`src/rtl/clkr_pkg.sv`:
```
package clkr_pkg;
  localparam int EXP_W = 2;
  localparam int N_DOM = 6;
  localparam int REG_W = 16;
  localparam int PH_W  = (1 << EXP_W) - 1;
  localparam int PASS_LSB = N_DOM * EXP_W;

  localparam int F_PER = 0;
  localparam int F_LCD = 1;
  localparam int F_CPU = 2;
  localparam int F_DSP = 3;
  localparam int F_TC  = 4;
  localparam int F_MMU = 5;

  typedef struct packed {
    logic            loadShadow;
    logic            applyActive;
    logic [PH_W-1:0] phase;
  } ctlStrobes_t;

  function automatic logic [EXP_W:0] getExp(input logic [REG_W-1:0] w, input int f);
    return {1'b0, w[f*EXP_W +: EXP_W]};
  endfunction

  function automatic logic [REG_W-1:0] sanitize(input logic [REG_W-1:0] raw);
    logic [EXP_W:0] per, lcd, cpu, dsp, tc, mmu;
    logic [REG_W-1:0] res;
    per = getExp(raw, F_PER);
    lcd = getExp(raw, F_LCD);
    cpu = getExp(raw, F_CPU);
    dsp = getExp(raw, F_DSP);
    tc  = getExp(raw, F_TC);
    mmu = getExp(raw, F_MMU);
    if (mmu < dsp) mmu = dsp;
    if (mmu > dsp + 1'b1) mmu = dsp + 1'b1;
    if (tc < cpu) tc = cpu;
    if (tc < mmu) tc = mmu;
    if (lcd < tc) lcd = tc;
    if (per < tc) per = tc;
    res = raw;
    res[F_PER*EXP_W +: EXP_W] = per[EXP_W-1:0];
    res[F_LCD*EXP_W +: EXP_W] = lcd[EXP_W-1:0];
    res[F_CPU*EXP_W +: EXP_W] = cpu[EXP_W-1:0];
    res[F_DSP*EXP_W +: EXP_W] = dsp[EXP_W-1:0];
    res[F_TC*EXP_W  +: EXP_W] = tc[EXP_W-1:0];
    res[F_MMU*EXP_W +: EXP_W] = mmu[EXP_W-1:0];
    return res;
  endfunction
endpackage

```
`src/rtl/clkr_ctrl.sv`:
```
module clkr_ctrl
  import clkr_pkg::*;
(
  input  logic        clk,
  input  logic        rstN,
  input  logic        wrEn,
  output ctlStrobes_t strb
);
  localparam logic [PH_W-1:0] PH_LAST = '1;

  logic [PH_W-1:0] phaseQ;
  logic            pendQ;
  logic            atWrap;

  assign atWrap = (phaseQ == PH_LAST);

  always_ff @(posedge clk) begin
    if (!rstN) begin
      phaseQ <= '0;
      pendQ  <= 1'b0;
    end else begin
      phaseQ <= phaseQ + 1'b1;
      if (wrEn)        pendQ <= 1'b1;
      else if (atWrap) pendQ <= 1'b0;
    end
  end

  always_comb begin
    strb.loadShadow  = wrEn;
    strb.applyActive = pendQ && atWrap;
    strb.phase       = phaseQ;
  end

  // the phase wraps to zero after its last value
  a_r8_phase_wrap: assert property (@(posedge clk) disable iff (!rstN)
    (phaseQ == PH_LAST) |=> (phaseQ == '0));

  // a write leaves an update pending
  a_r9_write_pends: assert property (@(posedge clk) disable iff (!rstN)
    wrEn |=> pendQ);

  // a pending update does not survive a wrap with no new write
  a_r10_pend_clears: assert property (@(posedge clk) disable iff (!rstN)
    (atWrap && !wrEn) |=> !pendQ);
endmodule

```
`src/rtl/clkr_datapath.sv`:
```
module clkr_datapath
  import clkr_pkg::*;
(
  input  logic             clk,
  input  logic             rstN,
  input  ctlStrobes_t      strb,
  input  logic [REG_W-1:0] wrData,
  output logic [REG_W-1:0] rdData,
  output logic [N_DOM-1:0] domEn
);
  logic [REG_W-1:0] shadowQ;
  logic [REG_W-1:0] activeQ;
  logic [REG_W-1:0] cleanWord;

  assign cleanWord = sanitize(wrData);

  always_ff @(posedge clk) begin
    if (!rstN) begin
      shadowQ <= '0;
      activeQ <= '0;
    end else begin
      if (strb.loadShadow)  shadowQ <= cleanWord;
      if (strb.applyActive) activeQ <= shadowQ;
    end
  end

  assign rdData = shadowQ;

  for (genvar g = 0; g < N_DOM; g++) begin : g_dom
    logic [EXP_W-1:0] expV;
    logic [PH_W-1:0]  phMask;
    assign expV     = activeQ[g*EXP_W +: EXP_W];
    assign phMask   = PH_W'((1 << expV) - 1);
    assign domEn[g] = ((strb.phase & phMask) == '0);
  end

  // the pass-through bits follow the written word
  a_r2_pass_bits: assert property (@(posedge clk) disable iff (!rstN)
    strb.loadShadow |=> (shadowQ[REG_W-1:PASS_LSB] == $past(wrData[REG_W-1:PASS_LSB])));

  // the stored DSP MMU exponent lies between dsp and dsp+1
  a_r3_mmu_floor: assert property (@(posedge clk) disable iff (!rstN)
    getExp(shadowQ, F_MMU) >= getExp(shadowQ, F_DSP));
  a_r4_mmu_ceiling: assert property (@(posedge clk) disable iff (!rstN)
    getExp(shadowQ, F_MMU) <= getExp(shadowQ, F_DSP) + 1'b1);

  // the traffic controller is no faster than the CPU or the DSP MMU
  a_r5_tc_order: assert property (@(posedge clk) disable iff (!rstN)
    (getExp(shadowQ, F_TC) >= getExp(shadowQ, F_CPU)) &&
    (getExp(shadowQ, F_TC) >= getExp(shadowQ, F_MMU)));

  // LCD and peripheral are no faster than the traffic controller
  a_r6_slow_order: assert property (@(posedge clk) disable iff (!rstN)
    (getExp(shadowQ, F_LCD) >= getExp(shadowQ, F_TC)) &&
    (getExp(shadowQ, F_PER) >= getExp(shadowQ, F_TC)));

  // every domain is enabled at phase zero
  a_r8_align_zero: assert property (@(posedge clk) disable iff (!rstN)
    (strb.phase == '0) |-> (&domEn));

  // the active setting changes only on the wrap into phase zero
  a_r9_active_hold: assert property (@(posedge clk) disable iff (!rstN)
    (strb.phase != '0) |-> $stable(activeQ));
endmodule

```
`src/rtl/clk_ratio_ctl.sv`:
```
module clk_ratio_ctl
  import clkr_pkg::*;
(
  input  logic             clk,
  input  logic             rstN,
  input  logic             wrEn,
  input  logic [REG_W-1:0] wrData,
  output logic [REG_W-1:0] rdData,
  output logic [N_DOM-1:0] domEn
);
  ctlStrobes_t strb;

  clkr_ctrl ctrl_i (
    .clk  (clk),
    .rstN (rstN),
    .wrEn (wrEn),
    .strb (strb)
  );

  clkr_datapath dp_i (
    .clk    (clk),
    .rstN   (rstN),
    .strb   (strb),
    .wrData (wrData),
    .rdData (rdData),
    .domEn  (domEn)
  );
endmodule

```
`config.mk`:
```
export PLATFORM = sky130hd
export DESIGN_NAME = clk_ratio_ctl
export DESIGN_NICKNAME = d
export VERILOG_FILES = /design/src/rtl/clkr_pkg.sv /design/src/rtl/clkr_ctrl.sv /design/src/rtl/clkr_datapath.sv /design/src/rtl/clk_ratio_ctl.sv
export SDC_FILE = /design/constraint.sdc
export NUM_CORES = 1
export LEC_CHECK = 0
export BUFFER_PORTS_ARGS = -buffer_cell sky130_fd_sc_hd__buf_4
export CAP_MARGIN = 0
export CORE_ASPECT_RATIO = 0.8
export CORE_UTILIZATION = 49
export CTS_CLUSTER_SIZE = 12
export DETAILED_ROUTE_END_ITERATION = 7
export GPL_ROUTABILITY_DRIVEN = 0
export PLACE_DENSITY = 0.86
export SYNTH_ARGS = -nofsm -noshare
export SYNTH_HDL_FRONTEND = slang
export SYNTH_SLANG_ARGS = --single-unit
export TNS_END_PERCENT = 100
```
`constraint.sdc`:
```
create_clock -name clk -period 5.3 [get_ports clk]
set_input_delay 1.59 -clock clk [delete_from_list [all_inputs] [get_ports clk]]
set_output_delay 1.59 -clock clk [all_outputs]
set_load 0.02 [all_outputs]
```
=== Word level (Yosys, flattened, before mapping) ===
Index checks and enable logic that the tools add are counted.

* Register bits: 32
* Bits in latches: 0
* RAM bits: 0
* Bits in read-only memories: 0
* Output and inout port bits: 22
* Memories: 0

* $add $sub $neg: 8
* Multipliers: 0
* Div/mod/pow operators: 0
* $lt $le $gt $ge: 6
* Eq/ne operators: 1
* Shifts and indexed selects: 6
* Mux-type cells: 8
* Bitwise gates (word level): 6
* Reductions and logical operators: 8

{| class="wikitable"
|+ Operators by type and width
! kind !! count
|-
| $and A3 B3 Y3 || 6
|-
| $logic_not A3 Y1 || 6
|-
| $shl A1 B2 Y3 const A || 6
|-
| $sub A3 B2 Y3 const B || 6
|-
| $lt A2 B3 Y1 || 3
|-
| $mux W2 || 4
|-
| $mux W3 || 2
|-
| $lt A2 B2 Y1 || 2
|-
| $add A2 B1 Y3 const B || 1
|-
| $add A3 B1 Y3 const B || 1
|-
| $eq A3 B3 Y1 const B || 1
|-
| $gt A2 B3 Y1 || 1
|-
| $mux W1 || 2
|-
| $reduce_bool A2 Y1 || 1
|-
| $logic_and A1 B1 Y1 || 1
|}

=== Longest topological paths before layout ===
* Depth after elaboration: 8
* Mapped depth: 17
* Gate-level depth less buffers: 17

=== Modules after synthesis ===
A second synthesis with hierarchy kept.

* Cells, all modules: 174
* Area total of the unflattened synthesis: 1704.1 um^2

{| class="wikitable"
|+ Modules (own cells, without submodules)
! module !! instances !! cells an instance !! area an instance (um^2)
|-
| clkr_datapath || 1 || 161 || 1551.5
|-
| clkr_ctrl || 1 || 13 || 152.6
|}

=== Worst setup path before layout ===
No wires, ideal clock.

* Path kind: in2reg
* Start point: in wrData[7]
* End point: reg dp_i.shadowQ[3], in the netlist dp_i.rdData[3]
* Arrival time: 4.597 ns
* Path slack: 0.582 ns
* Stages: 16
* Buffers on the path: 0
* Cell sequence: inv_1 ha_1 nand2b_4 a2bb2oi_4 ha_1 a21oi_2 o21ai_2 o21ai_1 ha_1 nor2_1 a31oi_1 mux2_2 ha_1 nor4_1 o41a_1 o21ai_1

* Longest elaborated chain between the ends: 8
* Elaborated cells between the ends (all ways): 9
* Those cells by class: add/sub: 1; order compare: 4; mux: 4

{| class="wikitable"
|+ RTL lines
! what !! RTL line !! source
|-
| start: declaration || clk_ratio_ctl.sv:7 || <nowiki>input logic [REG_W-1:0] wrData,</nowiki>
|-
| $lt A2 B2 Y1 || clkr_pkg.sv:34 || <nowiki>if (mmu < dsp) mmu = dsp;</nowiki>
|-
| $mux W2 || clkr_pkg.sv:34 ||
|-
| $gt A2 B3 Y1 || clkr_pkg.sv:35 || <nowiki>if (mmu > dsp + 1'b1) mmu = dsp + 1'b1;</nowiki>
|-
| $mux W3 * || clkr_pkg.sv:35 ||
|-
| $lt A2 B3 Y1 || clkr_pkg.sv:37 || <nowiki>if (tc < mmu) tc = mmu;</nowiki>
|-
| $mux W3 * || clkr_pkg.sv:37 ||
|-
| $lt A2 B3 Y1 || clkr_pkg.sv:38 || <nowiki>if (lcd < tc) lcd = tc;</nowiki>
|-
| $mux W2 * || clkr_pkg.sv:38 ||
|-
| end signal: assignment || clkr_datapath.sv:22 || <nowiki>if (strb.loadShadow) shadowQ <= cleanWord;</nowiki>
|-
| end: declaration || clkr_datapath.sv:11 || <nowiki>logic [REG_W-1:0] shadowQ;</nowiki>
|}

Mark *: on every way between the ends. The rest lies on a longest branch, timed or not.
A chain may end at the register's enable or synchronous reset.

=== Worst setup path in the final report ===
* Start point: in wrData[7]
* End point: reg dp_i.shadowQ[1], in the netlist dp_i.rdData[1]

* Longest elaborated chain between the ends: 8
* Elaborated cells between the ends (all ways): 9
* Those cells by class: add/sub: 1; order compare: 4; mux: 4

{| class="wikitable"
|+ RTL lines
! what !! RTL line !! source
|-
| $lt A2 B2 Y1 || clkr_pkg.sv:34 ||
|-
| $mux W2 || clkr_pkg.sv:34 ||
|-
| $gt A2 B3 Y1 || clkr_pkg.sv:35 ||
|-
| $mux W3 * || clkr_pkg.sv:35 ||
|-
| $lt A2 B3 Y1 || clkr_pkg.sv:37 ||
|-
| $mux W3 * || clkr_pkg.sv:37 ||
|-
| $lt A2 B3 Y1 || clkr_pkg.sv:39 || <nowiki>if (per < tc) per = tc;</nowiki>
|-
| $mux W2 * || clkr_pkg.sv:39 ||
|}

Marks and branches as above.

==> reports/summary.txt <==
R2R Path Start = ctrl_i.phaseQ[0]
# hold bufs at CTS = 0
Clk_lat worst skew = 0.29 ns
H-tree depth = 2
Max-cap violations = 0
Post-synthesis sequential area ratio = 37.6%
# setup viols final = 0
Port bufs = 40
Critical path required time = 5.47 ns
Yosys reg bits = 32
Fin crit period = 4.95 ns
Final hold viol count = 0
Total global routing overflow = 0
GRT Overall Usage = 22.8%
Number of synthesized flops with an enable pin = 0
Hold Path Depth = 2
Clk_skew = 0.00559 ns
Pwr/cell area = 307 mW/mm^2
Share of cells above drive strength 1 = 25.7%
Remaining antenna violation count after routing = 0
Root Driver = clkbuf_8
Worst Path Class, Setup = in2reg
Achievable Freq = 0.202 GHz
Die W = 67.9 um
Netlist Area Pre-Place = 0.00170 sq mm
RSZ-0062 raised after global routing = false
Syn Inst Count = 187
CTS Buf Count = 5
Cell Count, Final, Fillers Out = 266
Hold Startpoint = dp_i.activeQ[2]
Synth area leaders = dfxtp_1 38%, ha_1 8.8%, nand2_1 6.4%
R2r endpoint = dp_i.activeQ[0]
Placed instance area = 0.00202 sq mm
PostCTS Resize Cnt = 0
Post-DP HPWL = 2650 um
Initial antenna violation count = 0
Relative slew slack = 70.7%
Io pins = 41
Clock power share = 35.6%
Flop pwr share = 41.0%
Synth unique cells = 35
Area Overhead vs Synth = 24.8%
Final Cycle Share = 93.4%
Starting Density = 53.2%
Crit. Startpoint = wrData[7]
Placed insts = 258
Post-route design area = 0.00213 sq mm
Post-synth top flop = dfxtp_1
Die Area = 0.00372 sq mm
FF-to-FF path depth = 5
Commonest cells post-synth = 32 x dfxtp_1, 29 x nand2_1, 13 x a21boi_0, 12 x ha_1, 11 x nor2b_1
Post-layout nets = 256
CP Data Arrival Time = 5.12 ns
Vias in the first global route = 1287
YS warnings = 0
Area leader, netlist = dfxtp_1
DR pass1 iterations = 4
Total setup buffers inserted after CTS = 0
Pins Over Slew Limit = 0
Worst hold endpoint = dp_i.activeQ[2]
Setup TNS = 0 ns
VDD IR max = 158 uV
Flop2flop setup slack = 3.62 ns
Clock-pin slew of the registers on the worst-case setup and hold paths = 0.07 ns
Number of DRC markers in iteration 0 = 100
Most common cell in the netlist = dfxtp_1
# rows = 18
Worst-Margin Slew = 0.439 ns
Net Count, Synth = 218
Hold WC Path Type = reg2reg
P_int = 465 uW
First-pass GRT wire length = 5950 um
CTS tree = built
Max clock buf depth = 2
Worst-path fanout max = 5
Sw frac = 28.8%
P_leak = 0.000951 uW
DRC Markers = 0
Core Box Area = 0.00320 sq mm
Critical Path Source Type = input port
PnR Total Power = 653 uW
Async SR Flop Fraction = 0%
Die Y = 54.7 um
Clk sink count = 32
WL per Instance = 14.0 um
Sw Pwr = 188 uW
Post-synthesis average cell area = 9.11 sq um
Gate power share = 23.4%
Inserted Diodes = 0
Vias = 1452
Yosys top cell area share = 37.6%
Status = finished, final reports clean
Pin count of the biggest net entering global routing = 37
CP endpoint kind = register
WL final = 3740 um
Post-DR vias/cell = 5.46
cell usage in the layout, fill, tap and decap left out, types with 5 or more instances in the layout:
cell / Yosys / routed
a21boi_0: 13 / 13
a21o_1: 6 / 6
a21oi_1: 5 / 5
a22oi_1: 6 / 6
buf_4: 0 / 40
clkbuf_8: 0 / 5
dfxtp_1: 32 / 32
ha_1: 12 / 12
inv_1: 10 / 10
mux2i_1: 9 / 9
nand2_1: 29 / 29
nor2b_1: 11 / 11
o21ai_0: 5 / 5
final cells by class:
class / count / area, sq um
Clock inverter: 2 / 35.0
Timing Repair Buffer: 40 / 300
Clock buffer: 6 / 72.6
Tap cell: 40 / 50.0
Fill cell: 267 / 1070
Inverter: 10 / 37.5
Multi-Input combinational cell: 136 / 990
Sequential cell: 32 / 641
state kept, by name (all words and copies together), names as in the netlist:
register,cells
dp_i.rdData,16
dp_i.activeQ,12
ctrl_i.pendQ,1
ctrl_i.phaseQ,3
how the worst max path moves through the flow:
stage	endpoint	slack, ns	cells after the start
after floorplan	dp_i.rdData[3]	0.58	16
after global placement	dp_i.rdData[1]	0.29	17
after detailed placement	dp_i.rdData[1]	0.15	17
after CTS	dp_i.rdData[1]	0.38	17
after global routing	dp_i.rdData[1]	0.15	17
final	dp_i.rdData[1]	0.35	17
kinds of logic after synthesis:
kind of cell,count (synthesis),share of synthesized area (%)
AND/OR/NAND/NOR,61,19.2
AO/OA/AOI/OAI,53,24.2
flip-flops,32,37.6
buffers and inverters,19,4.26
adder cells (fa/ha/maj),12,8.82
multiplexers,10,5.95
power groups by stage:
stage               clock network (uW)  registers [uW]  logic, uW
finish                             232             268        153
detailed placement                   0             273        150
CTS                                240             268        152
global placement                     0             273        146
global route                       249             270        166
floorplan                            0             285       88.4
layer usage:
layer / routed length [um] / track usage (%) / vias to the layer above
li1: - / - / 726
met1: 1810 / 29.3 / 672
met2: 1630 / 34.5 / 48
met3: 241 / 8.13 / 6
met4: 55 / 9.72 / 0
met5: 0 / 0 / -
stage by stage:
stage / hold WS, ns / setup WS (ns) / utilization (%)
3_3_place_gp: 0.454 / 0.285 / 63.1
6_report: 0.464 / 0.349 / 66.5
2_1_floorplan: 0.443 / 0.582 / -
3_5_place_dp: 0.459 / 0.154 / 63.1
4_1_cts: 0.468 / 0.382 / 66.5
5_1_grt: 0.497 / 0.150 / 66.5
worst max-delay path, cell delays in order:
cell       delay [ns]
buf_4            0.09
inv_1            0.05
ha_1             0.23
nand2b_4         0.16
a2bb2oi_4        0.18
ha_1             0.26
a21oi_2          0.17
o21ai_2          0.12
o21ai_1          0.24
ha_1             0.31
nor2_1           0.14
a31oi_1          0.21
mux2_2           0.41
ha_1             0.25
nor4_1           0.38
o41a_1           0.23
o21ai_1          0.08
No activity file was read; power rests on OpenSTA's default activity.
